==> src/rtl/lvds_ser_pkg.sv <==
package lvds_ser_pkg;

  // Bits per lane per pixel.
  localparam int unsigned FRAME_BITS = 7;
  // Serial data lanes on one link.
  localparam int unsigned DATA_LANES = 4;
  // Width of the in-frame bit index.
  localparam int unsigned BIT_IDX_W  = $clog2(FRAME_BITS);
  // Clock lane word, MSB leaves first.
  localparam logic [FRAME_BITS-1:0] CLK_LANE_WORD = 7'b1100011;

  typedef enum logic [1:0] {
    MAP_18     = 2'd0,
    MAP_24_HI6 = 2'd1,
    MAP_24_LO6 = 2'd2
  } lane_map_e;

endpackage

==> src/rtl/lvds_rst_sync.sv <==
module lvds_rst_sync #(
  parameter int unsigned STAGES = 2
) (
  input  logic clk,
  input  logic rst_n_async,
  output logic rst_n_sync
);

  logic [STAGES-1:0] sync_q;
  logic [STAGES-1:0] sync_d;

  always_comb begin
    sync_d = {sync_q[STAGES-2:0], 1'b1};
  end

  always_ff @(posedge clk or negedge rst_n_async) begin
    if (!rst_n_async) begin
      sync_q <= '0;
    end else begin
      sync_q <= sync_d;
    end
  end

  assign rst_n_sync = sync_q[STAGES-1];

endmodule

==> src/rtl/lvds_bit_counter.sv <==
module lvds_bit_counter #(
  parameter int unsigned FRAME_BITS = 7,
  parameter int unsigned IDX_W      = $clog2(FRAME_BITS)
) (
  input  logic             clk,
  input  logic             rst_n,
  output logic [IDX_W-1:0] idx_o,
  output logic             last_o
);

  localparam logic [IDX_W-1:0] LAST_IDX = IDX_W'(FRAME_BITS - 1);

  logic [IDX_W-1:0] idx_q;
  logic [IDX_W-1:0] idx_d;
  logic             at_last;

  always_comb begin
    at_last = (idx_q == LAST_IDX);
    idx_d   = at_last ? '0 : idx_q + 1'b1;
  end

  always_ff @(posedge clk or negedge rst_n) begin
    if (!rst_n) begin
      idx_q <= '0;
    end else begin
      idx_q <= idx_d;
    end
  end

  assign idx_o  = idx_q;
  assign last_o = at_last;

endmodule

==> src/rtl/lvds_lane_mapper.sv <==
module lvds_lane_mapper
  import lvds_ser_pkg::*;
#(
  parameter int unsigned COLOR_W = 8
) (
  input  logic [COLOR_W-1:0]                   red_i,
  input  logic [COLOR_W-1:0]                   grn_i,
  input  logic [COLOR_W-1:0]                   blu_i,
  input  logic                                 de_i,
  input  logic                                 hs_i,
  input  logic                                 vs_i,
  input  lane_map_e                            map_i,
  output logic [DATA_LANES-1:0][FRAME_BITS-1:0] word_o
);

  localparam int unsigned CORE_W = 6;
  localparam int unsigned EXT_W  = COLOR_W - CORE_W;

  logic [CORE_W-1:0] r_core, g_core, b_core;
  logic [EXT_W-1:0]  r_ext, g_ext, b_ext;

  // Select which slice of each component rides on lanes 0..2 and lane 3.
  always_comb begin
    if (map_i == MAP_24_HI6) begin
      r_core = red_i[COLOR_W-1 -: CORE_W];
      g_core = grn_i[COLOR_W-1 -: CORE_W];
      b_core = blu_i[COLOR_W-1 -: CORE_W];
      r_ext  = red_i[EXT_W-1:0];
      g_ext  = grn_i[EXT_W-1:0];
      b_ext  = blu_i[EXT_W-1:0];
    end else begin
      r_core = red_i[CORE_W-1:0];
      g_core = grn_i[CORE_W-1:0];
      b_core = blu_i[CORE_W-1:0];
      r_ext  = red_i[COLOR_W-1 -: EXT_W];
      g_ext  = grn_i[COLOR_W-1 -: EXT_W];
      b_ext  = blu_i[COLOR_W-1 -: EXT_W];
    end
  end

  // Word MSB is frame bit 1.
  always_comb begin
    word_o[0] = {g_core[0], r_core};
    word_o[1] = {b_core[1:0], g_core[CORE_W-1:1]};
    word_o[2] = {de_i, vs_i, hs_i, b_core[CORE_W-1:2]};
    if (map_i == MAP_18) begin
      word_o[3] = '0;
    end else begin
      word_o[3] = {1'b0, b_ext, g_ext, r_ext};
    end
  end

endmodule

==> src/rtl/lvds_lane_shifter.sv <==
module lvds_lane_shifter #(
  parameter int unsigned             FRAME_BITS = 7,
  parameter logic [FRAME_BITS-1:0]   RST_WORD   = '0
) (
  input  logic                  clk,
  input  logic                  rst_n,
  input  logic                  load_i,
  input  logic [FRAME_BITS-1:0] word_i,
  output logic                  ser_o
);

  logic [FRAME_BITS-1:0] sh_q;
  logic [FRAME_BITS-1:0] sh_d;

  always_comb begin
    if (load_i) begin
      sh_d = word_i;
    end else begin
      sh_d = {sh_q[FRAME_BITS-2:0], 1'b0};
    end
  end

  always_ff @(posedge clk or negedge rst_n) begin
    if (!rst_n) begin
      sh_q <= RST_WORD;
    end else begin
      sh_q <= sh_d;
    end
  end

  assign ser_o = sh_q[FRAME_BITS-1];

endmodule

==> src/rtl/lvds_pixel_serializer.sv <==
module lvds_pixel_serializer
  import lvds_ser_pkg::*;
#(
  parameter int unsigned COLOR_W = 8
) (
  input  logic                  clk_bit,
  input  logic                  rst_n,
  input  logic                  cfg_wide,
  input  logic                  cfg_lo6,
  input  logic [COLOR_W-1:0]    pix_red,
  input  logic [COLOR_W-1:0]    pix_grn,
  input  logic [COLOR_W-1:0]    pix_blu,
  input  logic                  pix_de,
  input  logic                  pix_hsync,
  input  logic                  pix_vsync,
  output logic [DATA_LANES-1:0] lane_data_o,
  output logic                  lane_clk_o
);

  logic                                  rst_n_core;
  logic [BIT_IDX_W-1:0]                  bit_idx;
  logic                                  frame_last;
  lane_map_e                             map_sel;
  logic [DATA_LANES-1:0][FRAME_BITS-1:0] lane_word;

  lvds_rst_sync #(.STAGES(2)) u_rst_sync (
    .clk         (clk_bit),
    .rst_n_async (rst_n),
    .rst_n_sync  (rst_n_core)
  );

  lvds_bit_counter #(.FRAME_BITS(FRAME_BITS), .IDX_W(BIT_IDX_W)) u_bit_cnt (
    .clk    (clk_bit),
    .rst_n  (rst_n_core),
    .idx_o  (bit_idx),
    .last_o (frame_last)
  );

  // Configuration decode; only consumed on the frame-load edge.
  always_comb begin
    if (!cfg_wide) begin
      map_sel = MAP_18;
    end else if (cfg_lo6) begin
      map_sel = MAP_24_LO6;
    end else begin
      map_sel = MAP_24_HI6;
    end
  end

  lvds_lane_mapper #(.COLOR_W(COLOR_W)) u_mapper (
    .red_i  (pix_red),
    .grn_i  (pix_grn),
    .blu_i  (pix_blu),
    .de_i   (pix_de),
    .hs_i   (pix_hsync),
    .vs_i   (pix_vsync),
    .map_i  (map_sel),
    .word_o (lane_word)
  );

  for (genvar ln = 0; ln < DATA_LANES; ln++) begin : g_data_lane
    lvds_lane_shifter #(
      .FRAME_BITS (FRAME_BITS),
      .RST_WORD   ({FRAME_BITS{1'b0}})
    ) u_shift (
      .clk    (clk_bit),
      .rst_n  (rst_n_core),
      .load_i (frame_last),
      .word_i (lane_word[ln]),
      .ser_o  (lane_data_o[ln])
    );
  end

  lvds_lane_shifter #(
    .FRAME_BITS (FRAME_BITS),
    .RST_WORD   (CLK_LANE_WORD)
  ) u_clk_shift (
    .clk    (clk_bit),
    .rst_n  (rst_n_core),
    .load_i (frame_last),
    .word_i (CLK_LANE_WORD),
    .ser_o  (lane_clk_o)
  );

endmodule

==> config.mk <==
export PLATFORM = sky130hd
export DESIGN_NAME = lvds_pixel_serializer
export DESIGN_NICKNAME = d
export VERILOG_FILES = /design/src/rtl/lvds_ser_pkg.sv /design/src/rtl/lvds_rst_sync.sv /design/src/rtl/lvds_bit_counter.sv /design/src/rtl/lvds_lane_mapper.sv /design/src/rtl/lvds_lane_shifter.sv /design/src/rtl/lvds_pixel_serializer.sv
export SDC_FILE = /design/constraint.sdc
export NUM_CORES = 1
export LEC_CHECK = 0
export BUFFER_PORTS_ARGS = -buffer_cell sky130_fd_sc_hd__buf_2
export CORE_UTILIZATION = 48
export DETAILED_ROUTE_END_ITERATION = 6
export MAX_ROUTING_LAYER = met4
export PLACE_DENSITY = 0.74
export SETUP_SLACK_MARGIN = 0.15
export SYNTH_ARGS = -nofsm -noshare
export SYNTH_HDL_FRONTEND = slang
export SYNTH_SLANG_ARGS = --single-unit
==> constraint.sdc <==
create_clock -name clk_bit -period 1.2 [get_ports clk_bit]
set_input_delay 0.24 -clock clk_bit [delete_from_list [all_inputs] [get_ports clk_bit]]
set_output_delay 0.24 -clock clk_bit [all_outputs]
set_load 0.05 [all_outputs]
; After elaboration in Yosys (flattened, before gate mapping)
; Index checks and enable logic that the tools add are counted.
[op_classes]
addsub = 1
mul = 0
n_div = 0
magnitude_cmp = 0
n_eq_ne = 2
shift = 0
mux = 15
n_bitwise = 0
reduce_logical = 1
[ops]
columns = op, n
row1 = $mux 7, 5
row2 = $mux 6, 4
row3 = $mux 2, 5
row4 = $add 3x1->3 const B, 1
row5 = $eq 3x3->1 const B, 1
row6 = $mux 3, 1
row7 = $eq 2x1->1 const B, 1
row8 = $logic_not 2->1, 1
[totals]
reg_bits = 40
latch_bits = 0
mem_bits_rw = 0
romBits = 0
inputBits = 31
out_inout_bits = 5
word_cells = 26
memories = 0

; Logic depth before layout (Yosys ltp)
; Gate-level depths: netlist of run 1.
[depth]
word_depth = 6
ltp_mapped = 6
mapped_depth_nobuf = 3

; Cells and area by module
; A second synthesis of run 1 with hierarchy kept.
[hier_totals]
cells_unflattened = 125
hier_area_um2 = 2016.9
[modules_own_cells]
columns = module, n_inst, cells_per_inst, area_per_inst_um2, seq_area_each_um2
row1 = lvds_lane_shifter (g_data_lane[0].u_shift ...), 4, 15, 284.0, 175.2
row2 = lvds_lane_mapper, 1, 33, 390.4, 0.0
row3 = lvds_lane_shifter (u_clk_shift), 1, 15, 289.0, 180.2
row4 = lvds_bit_counter, 1, 10, 123.9, 75.1
row5 = lvds_rst_sync, 1, 3, 53.8, 50.0
row6 = lvds_pixel_serializer, 1, 4, 23.8, 0.0

; Worst setup path before layout of run 1
; OpenSTA, ideal clock, no wires.
[synth_path]
kind = reg-to-reg
from = reg u_bit_cnt.idx_q[0], in the netlist u_bit_cnt.idx_o[0]
to = reg g_data_lane[3].u_shift.sh_q[1]
setup_ns = 0.121
arrival_time_ns = 1.042
required_ns = 1.079
slack_ns = 0.037
path_stages_with_launch = 5
path_buffers = 2
period_less_slack_ns = 1.163
cell_sequence = dfrtp_1 > nand3b_1 > buf_6 > buf_2 > a22o_1
[synth_between]
elab_chain_len = 2
[synth_rtl]
columns = item, line_no
row1 = "start, declared", lvds_bit_counter.sv:13  ; logic [IDX_W-1:0] idx_q;
row2 = "start signal, assigned", lvds_bit_counter.sv:26  ; idx_q <= idx_d;
row3 = $eq 3x3->1, lvds_bit_counter.sv:18  ; at_last = (idx_q == LAST_IDX);
row4 = $mux 7, lvds_lane_shifter.sv:16  ; if (load_i) begin
row5 = named net g_data_lane[3].u_shift.sh_d[1], lvds_lane_shifter.sv:13  ; logic [FRAME_BITS-1:0] sh_d;
row6 = "end signal, assigned", lvds_lane_shifter.sv:25  ; sh_q <= RST_WORD;
row7 = "end signal, assigned", lvds_lane_shifter.sv:27  ; sh_q <= sh_d;
row8 = "end, declared", lvds_lane_shifter.sv:12  ; logic [FRAME_BITS-1:0] sh_q;
; The timed path passes the listed nets, and every way through them passes these cells.

; Worst setup path in the final report of run 1
[layout_path]
from = reg u_clk_shift.sh_q[6]
to = out lane_clk_o
[layout_lines]
columns = item, line_no
row1 = "start, declared", lvds_lane_shifter.sv:12
row2 = "start signal, assigned", lvds_lane_shifter.sv:25
row3 = "start signal, assigned", lvds_lane_shifter.sv:27
row4 = "end, declared", lvds_pixel_serializer.sv:17  ; output logic lane_clk_o
; No word-level cell between the ends.

==> results of run 1 <==
[power groups by stage]
stage          clock network, mW  registers (mW)  logic [mW]
2_1_floorplan                  0            1.41       0.179
3_3_place_gp                   0            1.41       0.254
3_5_place_dp                   0            1.41       0.262
4_1_cts                    0.709            1.39       0.290
5_1_grt                    0.778            1.39       0.337
6_report                   0.687            1.39       0.315
[routing by layer]
metal / GRT usage, % / vias to the layer above
met5: - / -
met4: 7.56 / 0
met3: 6.25 / 6
met2: 33.4 / 26
met1: 23.5 / 602
li1: - / 572
[state kept, by name (all words and copies together), names as in the netlist]
signal                    flops
u_clk_shift.sh_q              7
u_rst_sync.sync_q             2
g_data_lane.u_shift.sh_q     28
u_bit_cnt.idx_o               3
[metrics by stage]
stage	TNS, ns	worst slack (ns)
after floorplan	0	0.0455
final	-0.534	-0.0582
after detailed placement	-0.135	-0.0577
after global routing	-1.41	-0.113
after CTS	-0.436	-0.0803
after global placement	0	0.0205
[cell families (layout without fill, tap and decap cells)]
| kind of cell | after synthesis | after routing |
|---|---|---|
| flops | 40 | 40 |
| simple gates | 35 | 35 |
| buf+inv | 15 | 65 |
| other cells | 1 | 1 |
| compound gates | 22 | 22 |
| mux | 28 | 28 |
[worst min-delay path by stage]
stage / start / endpoint / slack (ns) / cells past startpoint
final: pix_de / g_data_lane[2].u_shift.sh_q[6]$_DFF_PN0_ / 0.13 / 2
after global routing: pix_de / g_data_lane[2].u_shift.sh_q[6]$_DFF_PN0_ / 0.09 / 2
after CTS: pix_de / g_data_lane[2].u_shift.sh_q[6]$_DFF_PN0_ / 0.11 / 2
after detailed placement: rst_n / u_rst_sync.sync_q[0]$_DFF_PN0_ / 0.03 / 1
after global placement: rst_n / u_rst_sync.sync_q[0]$_DFF_PN0_ / 0.03 / 1
after floorplan: rst_n / u_rst_sync.sync_q[0]$_DFF_PN0_ / -0.06 / 0
[layout make-up]
| type | count | area share, % |
|---|---|---|
| Clock buffer | 6 | 2.09 |
| Clock inverter | 2 | 0.408 |
| Inverter | 2 | 0.510 |
| Multi-Input combinational cell | 86 | 32.6 |
| Sequential cell | 40 | 41.1 |
| Tap cell | 46 | 2.35 |
| Timing Repair Buffer | 55 | 21.0 |
[timing repair]
action                     4_1_cts  5_1_grt
hold endpoints to repair         2        0
hold buffers                     1        0
cloned                           5        0
pin swaps                       19       13
buffers inserted                 7        0
resized for setup               59       26
setup endpoints to repair       36       39
[placed cells by master, fill, tap and decap left out, drive strengths merged]
cell,n
nand2,15
nor3b,1
o21ai,16
dfrtp,36
mux2i,25
dlygate4sd3,1
conb,1
and2,4
buf,54
mux2,3
nand2b,6
a21oi,1
nand3b,1
dfstp,4
a22o,5
clkbuf,6
clkinv,3
inv,1
nor2,8
==> impl_summary.txt, run 1 <==
----------------------------------------------------
[Outcome]
  Run status ... finished, violations left
  Failing checks ... setup timing

[STA]
  RSZ-0062 raised after global routing ... true
  Min cycle time layout ... 1.26 ns
  Setup WS post-layout ... -0.0582 ns
  Clk_skew ... 0.00896 ns
  Hold Slack ... 0.128 ns
  Maximum operating frequency ... 795 MHz
  Final max-slew violation count ... 0
  Total count of hold-check failures in the final report ... 0
  Fraction of the cycle the final worst path needs ... 105%
  Setup violators final ... 16

[Floorplanning]
  Floorplan Core Area ... 0.00339 mm²
  Die width ... 62.2 µm
  Standard-cell row count ... 21
  Initial core utilization ... 51.2%
  Die height ... 62.2 µm
  Floorplan die area ... 0.00386 mm²
  I/O pins ... 36

[Critical path]
  Launching element of the worst setup path ... u_clk_shift.sh_q[6]$_DFF_PN1_
  Bufs and invs on worst path ... 1
  Cell count along the critical path ... 1
  Maximum net fanout on the critical path ... 1
  Cell chain of the critical path ... buf_8
  Flop-to-flop setup slack ... -0.05 ns
  Data required time of the worst path ... 0.96 ns
  Startpoint of the worst register-to-register path ... u_bit_cnt.idx_o[0]$_DFF_PN0_
  Worst reg-to-reg path cell count ... 5
  Category of the worst setup path launch point ... flop
  Cell family contributing the most delay on the critical path ... flip-flops
  Worst setup path class ... flop to output port
  Critical Path Max Stage Delay ... 0.55 ns
  Endpoint type of the worst setup path ... output port
  Cell type of the slowest stage on the worst timing path ... sky130_fd_sc_hd__dfstp_2
  Critical path arrival ... 1.02 ns
  Reg-to-reg critical path endpoint ... u_clk_shift.sh_q[2]$_DFF_PN0_
  Critical path capture point ... lane_clk_o

[Synth]
  Number of storage elements in the synthesis netlist ... 40
  Syn_nets ... 172
  Area share of the leading cell type in the synthesized netlist ... 51.9%
  Post-synthesis compound-gate area fraction ... 7.42%
  Avg Cell Area, Syn ... 12.3 µm²
  Combinational family with the most area after synthesis ... multiplexers
  Mapped cell area ... 0.00174 mm²
  Post-synthesis sequential area ratio ... 57.9%
  Synthesized-area fraction occupied by xor and xnor cells ... 0%
  Most instantiated library cell after synthesis ... sky130_fd_sc_hd__dfrtp_1
  Cell types with the highest counts after synthesis ... sky130_fd_sc_hd__dfrtp_1, sky130_fd_sc_hd__mux2i_1, sky130_fd_sc_hd__nand2_1, sky130_fd_sc_hd__o21ai_1, sky130_fd_sc_hd__nor2_1
  Syn. warnings ... 0
  Share of synthesized flip-flops with an asynchronous set or reset ... 100%
  Dominant register cell in the synthesized netlist ... sky130_fd_sc_hd__dfrtp_1
  Multiplexer share of the synthesized area ... 16.4%
  Adder-cell share of the synthesized area ... 0%
  Leading area contributor after synthesis ... sky130_fd_sc_hd__dfrtp_1
  Post-Syn Instances ... 141
  Count of distinct cell types in the synthesized netlist ... 23
  Count of flip-flops with a built-in enable after synthesis ... 0
  Area contributors post-synth ... sky130_fd_sc_hd__dfrtp_1, sky130_fd_sc_hd__mux2i_1, sky130_fd_sc_hd__dfstp_2
  Area share of and/or/nand/nor cells after synthesis ... 9.87%

[Clock network]
  Root buffer cell ... sky130_fd_sc_hd__clkbuf_4
  H-tree levels ... 2
  CTS buffer count ... 5
  Clock-pin slew on the worst setup and hold paths ... 0.11 ns
  Longest Clk Path Bufs ... 2
  TritonCTS clock tree ... yes
  Later-pin clock latency in the skew report ... 0.33 ns
  Clock sinks ... 40

[Place]
  Detailed placement HPWL ... 2060 µm
  Placed cell count ... 216
  Placer Congestion ... 0.856
  Number of port buffers ... 35
  Post-placement cell area ... 0.00190 mm²

[Route]
  DRC ... 0
  Number of DRC markers in iteration 0 ... 31
  Routed len/inst ... 15.2 µm
  Vias after detailed routing ... 1206
  Met1 wire length ... 1450 µm
  Met2 Wirelength ... 1960 µm
  Total detailed-routing wirelength ... 3600 µm
  First-pass iteration count of the detailed router ... 4
  Top metal layer carrying routed signals ... met4
  Routed wl met3 ... 134 µm
  ANT nets after route ... 0
  Drt via density ... 5.09

[Finish]
  Count of placed standard cells in the final layout, fillers left out ... 237
  Total area of sequential cells ... 0.00101 mm²
  Core occupancy in the finished layout ... 72.4%
  Diodes inserted ... 0
  Post-layout nets ... 221
  Number of fillers in the final layout ... 216
  Synthesis-to-layout area growth ... 41.3%
  Proportion of layout cells with a drive suffix above 1 ... 59.2%
  Design Area, Final ... 0.00245 mm²
  Area of the multi-input gates ... 801 µm²

[Global route]
  Initial antenna violation count ... 0
  Pin count of the biggest net entering global routing ... 21
  Via count of the first global-routing pass ... 1249
  GRT Resource Usage Total ... 20.3%
  Global-route wire length before repair ... 5800 µm
  Overflow after GRT ... 0

[Power]
  Peak supply drop ... 0.000760 V
  Power density normalized to cell area ... 973 mW/mm²
  Sw frac ... 24.7%
  P_int ... 1.80 mW
  Leakage power summed over all cells ... 1.41 nW
  Clock network power share ... 28.8%
  Gate power share ... 13.2%
  Total power draw ... 2.39 mW
  Proportion of power drawn by flip-flops and latches ... 58.0%
  Switching power summed over all nets ... 0.590 mW

[Min path]
  Type of the worst min-delay path ... primary input to flop

[Job]
  Max-capacitance violation count ... 0

----------------------------------------------------
Note: power is estimated with default switching activity, not from simulation.
==> run 2, diff against run 1 <==
CELL_PAD_IN_SITES_DETAIL_PLACEMENT = 1   (was default)
CELL_PAD_IN_SITES_GLOBAL_PLACEMENT = 1   (was default)
CORE_UTILIZATION = 38   (was 48)
PLACE_DENSITY = default   (was 0.74)
PLACE_DENSITY_LB_ADDON = 0.1   (was default)
==> run 2 against run 1 <==
Against the previous run:
- the flow still finishes with violations (setup timing)
- cell area fell by 11%
- power rose by 7.8%
- register-to-register slack improved by 0.05 ns
- global-route usage fell by 3.4 points
- worst hold slack improved by 0.055 ns
- maximum frequency rose by 4.6%
- highest routed layer unchanged
- largest power group unchanged
==> impl_summary.txt, run 2 (synthesized netlist as in run 1, its figures left out) <==
----------------------------------------------------
[Finish]
  Synthesis-to-layout area growth ... 25.1%
  Proportion of layout cells with a drive suffix above 1 ... 45.4%
  Register bank with the most flops ... g_data_lane.u_shift.sh_q
  Most common library cell in the layout ignoring fill and taps ... sky130_fd_sc_hd__dfrtp_1
  Post-layout nets ... 213
  Max FFs per register ... 28
  Design Area, Final ... 0.00217 mm²
  Diodes inserted ... 0
  Top library cells by usage in the layout, fill and taps aside ... sky130_fd_sc_hd__dfrtp_1, sky130_fd_sc_hd__buf_2, sky130_fd_sc_hd__mux2i_1, sky130_fd_sc_hd__o21ai_1, sky130_fd_sc_hd__nand2_2

[Floorplanning]
  Die height ... 69.6 µm
  Die width ... 69.6 µm
  Floorplan Core Area ... 0.00438 mm²
  I/O pins ... 36
  Floorplan die area ... 0.00484 mm²
  Standard-cell row count ... 24
  Initial core utilization ... 39.6%

[STA]
  Min cycle time layout ... 1.20 ns
  RSZ-0062 raised after global routing ... true
  Hold Slack ... 0.183 ns
  Maximum operating frequency ... 831 MHz
  Setup violators final ... 1
  Clk_skew ... 0.00339 ns
  Total count of hold-check failures in the final report ... 0
  Final max-slew violation count ... 0
  Fraction of the cycle the final worst path needs ... 100%
  Setup WS post-layout ... -0.00280 ns

[Route]
  Number of DRC markers in iteration 0 ... 31
  Total detailed-routing wirelength ... 3420 µm
  Drt via density ... 4.85
  First-pass iteration count of the detailed router ... 4
  Routed len/inst ... 14.5 µm
  ANT nets after route ... 0
  DRC ... 0
  Vias after detailed routing ... 1139

[Outcome]
  Failing checks ... setup timing
  Run status ... finished, violations left

[Place]
  Post-placement cell area ... 0.00193 mm²
  Minimum setup slack after placement ... -0.000371 ns
  Detailed placement HPWL ... 2530 µm
  Placer Congestion ... 0.707
  Number of port buffers ... 35

[Min path]
  Type of the worst min-delay path ... flop to asynchronous set/reset pin

[Clock network]
  H-tree levels ... 2
  Later-pin clock latency in the skew report ... 0.28 ns
  Longest Clk Path Bufs ... 2
  CTS buffer count ... 5
  Clock-pin slew on the worst setup and hold paths ... 0.07 ns
  Root buffer cell ... sky130_fd_sc_hd__clkbuf_8
  Clock sinks ... 40
  TritonCTS clock tree ... yes

[Critical path]
  Category of the worst setup path launch point ... flop
  Endpoint type of the worst setup path ... flop
  Critical Path Max Stage Delay ... 0.39 ns
  Launching element of the worst setup path ... u_bit_cnt.idx_o[2]$_DFF_PN0_
  Bufs and invs on worst path ... 1
  Cell type of the slowest stage on the worst timing path ... sky130_fd_sc_hd__dfrtp_1
  Cell chain of the critical path ... nand3b_1 -> buf_6 -> mux2_2
  Worst setup path class ... flop to flop
  Data required time of the worst path ... 1.37 ns
  Cell family contributing the most delay on the critical path ... flip-flops
  Maximum net fanout on the critical path ... 7
  Worst reg-to-reg path cell count ... 3
  Cell count along the critical path ... 3
  Critical path arrival ... 1.37 ns
  Startpoint of the worst register-to-register path ... u_bit_cnt.idx_o[2]$_DFF_PN0_

[Job]
  Max-capacitance violation count ... 0

[Global route]
  Global-route wire length before repair ... 6190 µm
  Overflow after GRT ... 0
  Pin count of the biggest net entering global routing ... 25
  GRT Resource Usage Total ... 16.9%
  Initial antenna violation count ... 0
  Via count of the first global-routing pass ... 1302

[Power]
  Peak supply drop ... 0.000642 V
  Power density normalized to cell area ... 1190 mW/mm²
  Leakage power summed over all cells ... 1.14 nW

----------------------------------------------------
-- run 2: routing by layer --
metal  part of all wire [%]  track usage (%)
met4                   0.70             4.08
met5                      0                -
met2                     50             27.7
met3                    3.1             4.36
met1                     46             21.0
-- run 2: layout make-up --
cell class	count	area [µm²]
multi-input combinational	86	659
tap	52	65.1
sequential	40	1010
timing repair buffer	47	343
inverter	2	7.51
clock buffer	8	90.1
fill	472	2210
-- run 2: worst paths after layout --
path	slack (ns)	to
max	-0.003	g_data_lane[2].u_shift.sh_q[5]$_DFF_PN0_
min	0.18	g_data_lane[2].u_shift.sh_q[2]$_DFF_PN0_
max reg2reg	-0.003	g_data_lane[2].u_shift.sh_q[5]$_DFF_PN0_
min reg2reg	0.18	g_data_lane[2].u_shift.sh_q[2]$_DFF_PN0_
max in group asynchronous	0.57	g_data_lane[2].u_shift.sh_q[1]$_DFF_PN0_
min in group clk_bit	0.18	g_data_lane[2].u_shift.sh_q[6]$_DFF_PN0_
-- run 2: timing repair --
item	CTS	global route
cloned	0	0
setup endpoints to repair	34	39
hold endpoints to repair	2	0
pin swaps	13	4
hold buffers	1	0
gates resized for setup	38	0
buffers inserted	3	0
-- run 2: power by group --
group          leakage, nW  total [mW]  switching (mW)  internal [mW]
Clock               0.0455       0.909           0.440          0.469
Combinational        0.568       0.281           0.148          0.133
Sequential           0.531        1.38          0.0160           1.37
Total                 1.14        2.57           0.604           1.97
-- run 2: worst reg2reg max path: cells and delay by family (launching register included) --
| kind | cells | cell delay [ns] |
|---|---|---|
| buffers and inverters | 1 | 0.17 |
| DFF | 1 | 0.39 |
| muxes | 1 | 0.35 |
| and+or+nand+nor | 1 | 0.18 |
-- run 2: metrics by stage --
stage	std cells	utilization, %	setup TNS [ns]	total power [mW]
floorplan	141	-	0	1.59
global placement	223	44.0	0	1.67
CTS	235	49.5	-0.0266	2.62
finish	235	49.5	-0.00280	2.57
detailed placement	223	44.0	-0.000371	1.68
global route	235	49.5	-0.973	2.71
